**src/rtl/clkdiv_pkg.sv**
```systemverilog
package clkdiv_pkg;

  // one sampled view of the incoming clock waveform
  typedef struct packed {
    logic level;   // delayed level feeding the pass-through bank
    logic rise;    // one-cycle pulse on a detected rising edge
  } wave_sample_t;

  // counter terminal value (half period minus one) for a select code
  function automatic int unsigned half_limit(input int unsigned code);
    return (32'd1 << code) - 32'd1;
  endfunction

endpackage

```
**src/rtl/cd_sampler.sv**
```systemverilog
module cd_sampler
  import clkdiv_pkg::*;
(
  input  logic         clk,
  input  logic         rst_n,
  input  logic         clk_in,
  output wave_sample_t smp
);

  logic cur_q, prev_q;

  always_ff @(posedge clk or negedge rst_n) begin
    if (!rst_n) begin
      cur_q  <= 1'b0;
      prev_q <= 1'b0;
    end else begin
      cur_q  <= clk_in;
      prev_q <= cur_q;
    end
  end

  assign smp.level = prev_q;
  assign smp.rise  = cur_q & ~prev_q;

  // the delayed level follows the first sample stage by exactly one cycle
  a_r5_level_follows: assert property (@(posedge clk) disable iff (!rst_n)
    $past(rst_n) |-> (prev_q == $past(cur_q)));

endmodule

```
**src/rtl/cd_sel_sync.sv**
```systemverilog
module cd_sel_sync #(
  parameter int unsigned SEL_W   = 2,
  parameter logic [SEL_W-1:0] DEF_SEL = '1
) (
  input  logic             clk,
  input  logic             rst_n,
  input  logic [SEL_W-1:0] sel_async,
  output logic [SEL_W-1:0] sel_act,
  output logic             sel_chg
);

  logic [SEL_W-1:0] meta_q, sync_q, act_q;

  always_ff @(posedge clk or negedge rst_n) begin
    if (!rst_n) begin
      meta_q <= DEF_SEL;
      sync_q <= DEF_SEL;
      act_q  <= DEF_SEL;
    end else begin
      meta_q <= sel_async;
      sync_q <= meta_q;
      act_q  <= sync_q;
    end
  end

  assign sel_act = act_q;
  assign sel_chg = (sync_q != act_q);

  // a flagged change is adopted as the active ratio one cycle later
  a_r8_change_adopted: assert property (@(posedge clk) disable iff (!rst_n)
    sel_chg |=> (act_q == $past(sync_q)));

endmodule

```
**src/rtl/cd_counter.sv**
```systemverilog
module cd_counter
  import clkdiv_pkg::*;
#(
  parameter int unsigned SEL_W = 2,
  localparam int unsigned CNT_W = (1 << SEL_W) - 1
) (
  input  logic             clk,
  input  logic             rst_n,
  input  logic             div_rst_n,
  input  logic             rise,
  input  logic [SEL_W-1:0] sel_act,
  input  logic             sel_chg,
  output logic             div_lvl
);

  logic [CNT_W-1:0] cnt_q;
  logic [CNT_W-1:0] lim;
  logic             div_q;

  assign lim = CNT_W'(half_limit(32'(sel_act)));

  always_ff @(posedge clk or negedge rst_n) begin
    if (!rst_n) begin
      cnt_q <= '0;
      div_q <= 1'b0;
    end else if (!div_rst_n) begin
      cnt_q <= '0;
      div_q <= 1'b0;
    end else if (sel_chg) begin
      cnt_q <= '0;
    end else if (rise) begin
      if (cnt_q == '0) div_q <= ~div_q;
      cnt_q <= (cnt_q == lim) ? '0 : cnt_q + 1'b1;
    end
  end

  assign div_lvl = div_q;

  // the divided level moves only on a detected input rise
  a_r2_toggle_on_rise: assert property (@(posedge clk) disable iff (!rst_n)
    ($past(div_rst_n) && !$past(sel_chg) && (div_q != $past(div_q))) |-> $past(rise));

  // a ratio change clears the count and holds the level
  a_r8_restart: assert property (@(posedge clk) disable iff (!rst_n)
    (sel_chg && div_rst_n) |=> ((cnt_q == '0) && $stable(div_q)));

  // the count never passes the terminal value of the active ratio
  a_r1_count_bound: assert property (@(posedge clk) disable iff (!rst_n)
    !sel_chg |-> (cnt_q <= lim));

endmodule

```
**src/rtl/cd_outreg.sv**
```systemverilog
module cd_outreg #(
  parameter int unsigned NUM_DIV = 2
) (
  input  logic               clk,
  input  logic               rst_n,
  input  logic               div_rst_n,
  input  logic               pass_lvl,
  input  logic               div_lvl,
  output logic               qa,
  output logic               qa_n,
  output logic [NUM_DIV-1:0] qb,
  output logic [NUM_DIV-1:0] qb_n
);

  always_ff @(posedge clk or negedge rst_n) begin
    if (!rst_n) begin
      qa   <= 1'b0;
      qa_n <= 1'b1;
    end else begin
      qa   <= pass_lvl;
      qa_n <= ~pass_lvl;
    end
  end

  for (genvar i = 0; i < NUM_DIV; i++) begin : g_bank
    always_ff @(posedge clk or negedge rst_n) begin
      if (!rst_n) begin
        qb[i]   <= 1'b0;
        qb_n[i] <= 1'b1;
      end else if (!div_rst_n) begin
        qb[i]   <= 1'b0;
        qb_n[i] <= 1'b1;
      end else begin
        qb[i]   <= div_lvl;
        qb_n[i] <= ~div_lvl;
      end
    end
  end

  // a sampled divider reset parks the whole divided bank next cycle
  a_r4_reset_parks: assert property (@(posedge clk) disable iff (!rst_n)
    !div_rst_n |=> ((qb == '0) && (qb_n == '1)));

  // pass-through keeps following its source even under divider reset
  a_r5_pass_runs: assert property (@(posedge clk) disable iff (!rst_n)
    !div_rst_n |=> (qa == $past(pass_lvl)));

endmodule

```
**src/rtl/pow2_clk_divider.sv**
```systemverilog
module pow2_clk_divider
  import clkdiv_pkg::*;
#(
  parameter int unsigned      NUM_DIV = 2,
  parameter int unsigned      SEL_W   = 2,
  parameter logic [SEL_W-1:0] DEF_SEL = 2'b11
) (
  input  logic               clk,
  input  logic               rst_n,
  input  logic               div_rst_n,
  input  logic               clk_in,
  input  logic [SEL_W-1:0]   sel,
  output logic               qa,
  output logic               qa_n,
  output logic [NUM_DIV-1:0] qb,
  output logic [NUM_DIV-1:0] qb_n
);

  wave_sample_t     smp;
  logic [SEL_W-1:0] sel_act;
  logic             sel_chg;
  logic             div_lvl;

  cd_sampler u_smp (
    .clk    (clk),
    .rst_n  (rst_n),
    .clk_in (clk_in),
    .smp    (smp)
  );

  cd_sel_sync #(.SEL_W(SEL_W), .DEF_SEL(DEF_SEL)) u_sync (
    .clk       (clk),
    .rst_n     (rst_n),
    .sel_async (sel),
    .sel_act   (sel_act),
    .sel_chg   (sel_chg)
  );

  cd_counter #(.SEL_W(SEL_W)) u_cnt (
    .clk       (clk),
    .rst_n     (rst_n),
    .div_rst_n (div_rst_n),
    .rise      (smp.rise),
    .sel_act   (sel_act),
    .sel_chg   (sel_chg),
    .div_lvl   (div_lvl)
  );

  cd_outreg #(.NUM_DIV(NUM_DIV)) u_out (
    .clk       (clk),
    .rst_n     (rst_n),
    .div_rst_n (div_rst_n),
    .pass_lvl  (smp.level),
    .div_lvl   (div_lvl),
    .qa        (qa),
    .qa_n      (qa_n),
    .qb        (qb),
    .qb_n      (qb_n)
  );

  // a divided rising edge coincides with a pass-through rising edge
  a_r6_matched_edge: assert property (@(posedge clk) disable iff (!rst_n)
    (qb[0] && !$past(qb[0])) |-> (qa && !$past(qa)));

  // every divided output carries the same level
  a_r7_bank_equal: assert property (@(posedge clk) disable iff (!rst_n)
    (qb == {NUM_DIV{qb[0]}}));

endmodule

```
**config.mk**
```make
export PLATFORM = sky130hd
export DESIGN_NAME = pow2_clk_divider
export DESIGN_NICKNAME = d
export VERILOG_FILES = /design/src/rtl/clkdiv_pkg.sv /design/src/rtl/cd_sampler.sv /design/src/rtl/cd_sel_sync.sv /design/src/rtl/cd_counter.sv /design/src/rtl/cd_outreg.sv /design/src/rtl/pow2_clk_divider.sv
export SDC_FILE = /design/constraint.sdc
export NUM_CORES = 1
export LEC_CHECK = 0
export CORE_MARGIN = 2
export CORE_UTILIZATION = 47
export DETAILED_ROUTE_END_ITERATION = 12
export PLACE_DENSITY = 0.73
export SLEW_MARGIN = 20
export SYNTH_ARGS = -nofsm -noshare
export SYNTH_HDL_FRONTEND = slang
export SYNTH_SLANG_ARGS = --single-unit
```
**constraint.sdc**
```tcl
create_clock -name clk -period 1.6 [get_ports clk]
set_input_delay 0.16 -clock clk [delete_from_list [all_inputs] [get_ports clk]]
set_output_delay 0.16 -clock clk [all_outputs]
set_load 0.01 [all_outputs]
```
==> results of run 1 <==
## cell families after synthesis
| group | Yosys count | synth area share [%] |
|---|---|---|
| XOR/XNOR | 4 | 5.62 |
| AND/OR/NAND/NOR | 17 | 15.1 |
| adder cells (fa/ha/maj) | 2 | 4.02 |
| buffers and inverters | 7 | 5.42 |
| AO/OA/AOI/OAI | 4 | 4.02 |
| flip-flops | 16 | 65.9 |
## metrics by stage
step	cells	hold WS, ns	utilization (%)	worst slack (ns)	power (W)
floorplan	50	-0.136	-	0.422	0.000471
global placement	75	0.348	58.7	0.385	0.000506
detailed placement	75	0.348	58.7	0.370	0.000509
CTS	79	0.178	60.7	0.0813	0.000723
global route	79	0.199	60.7	0.0492	0.000752
finish	79	0.184	60.7	0.104	0.000709
## path summary, 6_finish.rpt
check,from,to,slack [ns],depth (start not counted)
min in group clk,sel[0],u_sync.meta_q[0]$_DFF_PN1_,0.29,1
worst min-delay path,rst_n,u_smp.cur_q$_DFF_PN0_,0.18,2
worst min register to register,u_sync.meta_q[0]$_DFF_PN1_,u_sync.sync_q[0]$_DFF_PN1_,0.36,0
worst max-delay path,u_out.qa_n$_DFF_PN1_,qa_n,0.10,1
worst max register to register,u_sync.sel_act[0]$_DFF_PN1_,u_cnt.cnt_q[2]$_DFFE_PN0P_,0.36,4
max in group asynchronous,rst_n,u_out.qb_n[1]$_DFF_PN1_,1.17,2
## worst register-to-register path: cells and delay by family (launching register included)
kind | cells | cell delay, ns
AO/OA/AOI/OAI | 2 | 0.41
AND/OR/NAND/NOR | 2 | 0.19
flip-flops | 1 | 0.58
## power groups by stage
stage	Sequential (W)	Combinational (W)	Clock [W]
final	0.000440	0.0000605	0.000209
after global routing	0.000442	0.0000675	0.000242
after CTS	0.000440	0.0000617	0.000222
after detailed placement	0.000447	0.0000616	0
after global placement	0.000446	0.0000598	0
after floorplan	0.000446	0.0000247	0
## layout by cell type, fill, tap and decap left out
cell / instances
a21oi_1: 2
a31oi_1: 1
and2_1: 2
buf_4: 1
clkbuf_1: 1
clkbuf_4: 3
clkdlybuf4s50_1: 11
dfrtp_1: 8
dfstp_2: 8
ha_1: 2
inv_1: 5
nand2_1: 4
nand2b_1: 1
nand3_1: 2
nand4_1: 4
nand4b_1: 1
nor2_1: 1
nor3_1: 1
nor3b_1: 1
o21ai_2: 1
xnor2_1: 4
## state kept, by name (all words and copies together) (netlist names)
register	cells
u_smp.prev_q	1
u_sync.meta_q	2
u_sync.sel_act	2
u_sync.sync_q	2
u_out.qa	1
u_out.qb	1
u_out.qb_n	1
u_out.qa_n	1
u_cnt.div_lvl	1
u_cnt.cnt_q	3
u_smp.cur_q	1
## area by class of cell
type / count / area (um2)
multi-input combinational: 27 / 179
timing repair buffer: 12 / 118
tap: 15 / 18.8
clock buffer: 4 / 26.3
fill: 105 / 498
sequential: 16 / 410
inverter: 5 / 18.8
## metal layers
metal | vias up | part of all wire, % | routed length, um | track usage (%)
met5 | - | 0 | 0 | 0
met4 | 0 | 0 | 0 | 7.50
met3 | 0 | 6.8 | 66 | 7.22
met2 | 10 | 50 | 490 | 29.0
met1 | 196 | 43 | 420 | 18.1
li1 | 192 | - | - | -
==> metrics.md, run 1 <==
| Metric | Value |
|---|---|
| Status | `complete, no violations` |
| FF+latch count, synth | `16` |
| Synth top area cells | `dfstp_2 (34%), dfrtp_1 (32%), xnor2_1 (5.6%)` |
| Post-synth top area share | `between 30 and 40%` |
| Ports | `12` |
| Vias in the first global route | `between 400 and 500` |
| Switching Share | `21.3%` |
| Later-pin clock latency in the skew report | `roughly 0.27 ns` |
| RSZ-0062 raised after global routing | `false` |
| Crit-path max FO | `1` |
| Post-DP HPWL | `745 um` |
| Primary FF master, synth | `dfstp_2` |
| Gpl congestion | `just under 0.8` |
| VDD IR max | `between 600 and 700 uV` |
| TritonCTS Buffers | `3` |
| Logic pwr share | `8.5%` |
| Post-synthesis area per instance | `12.5 um2` |
| Max cap viols | `0` |
| First-pass GRT wire length | `around 1.7 mm` |
| Post-synth EDFFs | `0` |
| Yosys top cell by area | `dfstp_2` |
| Fin. Hold Viols | `0` |
| CP endpoint kind | `primary output` |
| Post-route DRC | `0` |
| DIE AREA | `about 1600 um2` |
| Post-Synthesis Cell Area | `roughly 620 um2` |
| Setup crit start kind | `flop` |
| Sequential share of power | `a little over 60%` |
| Slowest stage delay, CP | `0.54 ns` |
| Worst slew margin | `a little over four fifths` |
| Cells after Synth | `50` |
| Largest net degree at the start of global routing | `17` |
| HP Class | `input pin to asynchronous set/reset pin` |
| Buffers on Ports | `11` |
| Max Slew Vio Count | `0` |
| P_sw | `between 0.00015 and 0.0002 W` |
| GRT overflow | `0` |
| Register area share after synthesis | `approximately 66%` |
| Initial Util | `approximately half` |
| Die Wd | `slightly above 40 um` |
| CTS max path bufs | `2` |
| Fin crit share | `93.5%` |
| Clk pwr share | `between 20% and 30%` |
| Final WL | `roughly 980 um` |
| Netlist cell types | `18` |
| Initial antenna violation count | `0` |
| CTS tree | `yes` |
| DRT antenna net count | `0` |
| Min Tclk post-route | `roughly 1.5 ns` |
| Initial DRC Count | `8` |
| Cts repair resizes | `0` |
| Drt first pass iters | `2` |
| Layout cells sized above 1 | `20.3%` |
| Die height | `40.4 um` |
| Hold_buf cts | `0` |
| GRT Util Overall | `between 10% and 20%` |
| Final setup fails | `0` |
| Finished layout cell area | `around 770 um2` |
| Setup CP Type | `flop to primary output` |
| Peak Freq | `669 MHz` |
| Setup TNS | `0 ns` |
| WP buf/inv | `1` |
| Site Rows | `13` |
| Synth warn | `0` |
| Area after DPL | `744 um2` |
| Leakage | `0.324 nW` |
| Final Skew | `roughly 0.0057 ns` |
| CTS Root Buffer Type | `clkbuf_4` |
| Avg Vias per Cell | `between 5 and 6` |
| Power density cells | `just over 900 nW/um2` |
| Sink Count | `16` |
| List of most frequent post-synthesis cells | `dfrtp_1 (8), dfstp_2 (8), inv_1 (5)` |
| Drt wl/cell | `12.4 um` |
| Crit path DAT | `1.34 ns` |
| CP Cell Sequence | `clkdlybuf4s50_1` |
| Total core area | `1270 um2` |
| Worst-path clk slew | `0.09 ns` |
| Design internal power | `about 0.00056 W` |
| # diodes | `0` |
| # Post-CTS Setup Buffers | `0` |
| Worst endpoint required time | `between 1 and 1.5 ns` |
| CTS H-tree depth | `1` |
| Mapped Nets | `58` |
| Synth async-reset ratio | `between 90% and 100%` |
| Cell family with most CP delay | `buffers and inverters` |
| Total number of vias | `about 400` |
| Slowest cell on crit path | `clkdlybuf4s50_1` |
| Slew @ Worst Pin | `roughly 0.24 ns` |
| Fin nets | `73` |
| Syn-to-layout area delta | `23.7%` |
Note: power is estimated with default switching activity, not from simulation.
==> run 2: changes to the inputs <==
--- a/config.mk
+++ b/config.mk
@@ -9,6 +9,7 @@
 export CORE_UTILIZATION = 47
 export DETAILED_ROUTE_END_ITERATION = 12
 export PLACE_DENSITY = 0.73
+export SKIP_LAST_GASP = 1
 export SLEW_MARGIN = 20
 export SYNTH_ARGS = -nofsm -noshare
 export SYNTH_HDL_FRONTEND = slang
==> results of run 2 <==
No change in the layout: final DEF, timing and power equal those of run 1.
==> run 3: changes to the inputs <==
--- a/config.mk
+++ b/config.mk
@@ -5,7 +5,6 @@
 export SDC_FILE = /design/constraint.sdc
 export NUM_CORES = 1
 export LEC_CHECK = 0
-export CORE_MARGIN = 2
 export CORE_UTILIZATION = 47
 export DETAILED_ROUTE_END_ITERATION = 12
 export PLACE_DENSITY = 0.73
==> run 3 against run 2 <==
Maximum frequency is 0.14% lower. Global-route usage is 1.0 points lower. Worst hold slack got worse by 0.019 ns. Cell count fell by 1.3%. Clock skew up 0.0088 ns. Final area fell by 0.16%. Critical path type unchanged. Largest power group unchanged.
==> metrics.md, run 3 (synthesized netlist as in run 1, its figures left out) <==
| Metric | Value |
|---|---|
| Max FFs per register | `3 (unchanged)` |
| Post-route DRC | `0 (unchanged)` |
| Max Slew Vio Count | `0 (unchanged)` |
| Die Wd | `38.4 um (-4.9%)` |
| Initial antenna violation count | `0 (unchanged)` |
| Final Skew | `0.0144 ns (+0.00875 ns)` |
| Avg Vias per Cell | `5.18 (+2.8%)` |
| Drt wl/cell | `11.9 um (-4.0%)` |
| Total core area | `1170 um2 (-7.7%)` |
| Area after DPL | `743 um2 (-0.17%)` |
| Layout cells sized above 1 | `20.3% (unchanged)` |
| Setup crit start kind | `flop` |
| Most frequent cells in the layout | `clkdlybuf4s50_1 (11), dfrtp_1 (8), dfstp_2 (8)` |
| Vias in the first global route | `370 (-8.9%)` |
| Fin nets | `73 (unchanged)` |
| Buffers on Ports | `11 (unchanged)` |
| R2R setup slack | `0.33 ns (-0.03 ns)` |
| Fin crit share | `93.6% (+0.13 points)` |
| TritonCTS Buffers | `3 (unchanged)` |
| RSZ-0062 raised after global routing | `false` |
| Crit-path max FO | `1 (unchanged)` |
| Total number of vias | `404 (+1.5%)` |
| Fill cells | `103 (-1.9%)` |
| Worst setup margin | `0.102 ns (-0.00206 ns)` |
| Worst slew margin | `81.5% (-2.7 points)` |
| Reg2Reg Depth | `4 (unchanged)` |
| Slowest cell on crit path | `dfstp_2` |
| DIE AREA | `1480 um2 (-9.7%)` |
| Hold_buf cts | `0 (unchanged)` |
| # diodes | `0 (unchanged)` |
| Status | `complete, no violations` |
| DRT antenna net count | `0 (unchanged)` |
| WP buf/inv | `1 (unchanged)` |
| Critical path depth | `1 (unchanged)` |
| Initial Util | `53.2% (+4.1 points)` |
| Setup TNS | `0 ns (unchanged)` |
| Pwr Total | `0.000718 W (+1.2%)` |
| Initial DRC Count | `8 (unchanged)` |
| # Post-CTS Setup Buffers | `0 (unchanged)` |
| CTS max path bufs | `2 (unchanged)` |
| Final WL | `926 um (-5.2%)` |
| Biggest register | `u_cnt.cnt_q` |
| Largest net degree at the start of global routing | `17 (unchanged)` |
| Finished layout cell area | `769 um2 (-0.16%)` |
| Crit path DAT | `1.34 ns (about the same)` |
| Max cap viols | `0 (unchanged)` |
| Dpl ws | `0.360 ns (-0.00951 ns)` |
| CTS H-tree depth | `1 (unchanged)` |
| Final setup fails | `0 (unchanged)` |
| CTS tree | `yes` |
| Cell family with most CP delay | `flip-flops` |
| GRT overflow | `0 (unchanged)` |
| Drt first pass iters | `4 (+2)` |
| Slew @ Worst Pin | `0.278 ns (+0.0400 ns)` |
| Worst-path clk slew | `0.10 ns (about the same)` |
| Worst endpoint required time | `1.44 ns (about the same)` |
| R2R Path End | `u_cnt.div_lvl$_DFFE_PN0P_` |
| Leakage | `0.324 nW (unchanged)` |
| Site Rows | `12 (-1)` |
| Cts repair resizes | `0 (unchanged)` |
| R2R Path Start | `u_cnt.cnt_q[2]$_DFFE_PN0P_` |
| Fin. Hold Viols | `0 (unchanged)` |
| Min Tclk post-route | `1.50 ns (+0.00206 ns)` |
| Slowest stage delay, CP | `0.53 ns (about the same)` |
| Post-DP HPWL | `677 um (-9.1%)` |
| CP Cell Sequence | `clkdlybuf4s50_1` |
| CP endpoint kind | `primary output` |
| Later-pin clock latency in the skew report | `0.29 ns (+0.02 ns)` |
| Ports | `12 (unchanged)` |
| Commonest non-fill, non-tap cell in the layout | `clkdlybuf4s50_1` |
| Gpl congestion | `0.806 (+3.8%)` |
| HP Class | `input pin to asynchronous set/reset pin` |
| Syn-to-layout area delta | `23.5%` |
| VDD IR max | `594 uV (-7.9%)` |
| Power density cells | `933 nW/um2 (+1.4%)` |
| Peak Freq | `668 MHz (-0.14%)` |
| Setup CP Type | `flop to primary output` |
| First-pass GRT wire length | `1.49 mm (-14%)` |
| Die height | `38.4 um (-4.9%)` |
| Sink Count | `16 (unchanged)` |
| CTS Root Buffer Type | `clkbuf_4` |
| GRT Util Overall | `16.0% (-1.0 points)` |
## run 3: cell counts in the layout (fill, tap and decap cells not counted)
Identical to the previous run, type by type.
## run 3: area by class of cell
cell class | instances | area, um2 | area share [%]
repair buffers | 12 | 118 | 15.3
multi-input cells | 27 | 179 | 23.3
flip-flops and latches | 16 | 410 | 53.3
well taps | 14 | 17.5 | 2.28
clock buffers | 4 | 26.3 | 3.41
inverters | 5 | 18.8 | 2.44
## run 3: through the flow
step	utilization (%)	hold WS [ns]	cells
2_1_floorplan	-	-0.136	50
3_3_place_gp	63.5	0.346	74
3_5_place_dp	63.5	0.348	74
4_1_cts	65.7	0.171	78
5_1_grt	65.7	0.200	78
6_report	65.7	0.165	78
## run 3: where the power goes
part           leakage (nW)  internal, W   total, W  switching (W)
clock network        0.0150    0.0000968   0.000219       0.000122
registers             0.189     0.000428   0.000439      0.0000110
logic                 0.121    0.0000334  0.0000598      0.0000264
## run 3: how the worst max path moves through the flow
stage / from / end
6_report: u_out.qa_n$_DFF_PN1_ / qa_n
5_1_grt: u_out.qb_n[1]$_DFF_PN1_ / qb_n[1]
4_1_cts: u_out.qa_n$_DFF_PN1_ / qa_n
3_5_place_dp: u_sync.sel_act[0]$_DFF_PN1_ / u_cnt.div_lvl$_DFFE_PN0P_
3_3_place_gp: u_sync.sel_act[0]$_DFF_PN1_ / u_cnt.div_lvl$_DFFE_PN0P_
2_1_floorplan: u_sync.sel_act[0]$_DFF_PN1_ / u_cnt.div_lvl$_DFFE_PN0P_
## run 3: per-layer routing
layer  GRT usage (%)  wire [um]  vias to the layer above
met4            12.9         13                        0
met3            5.23         50                        3
met2            24.6        420                       15
met1            18.0        441                      191
met5               0          0                        -
li1                -          -                      195
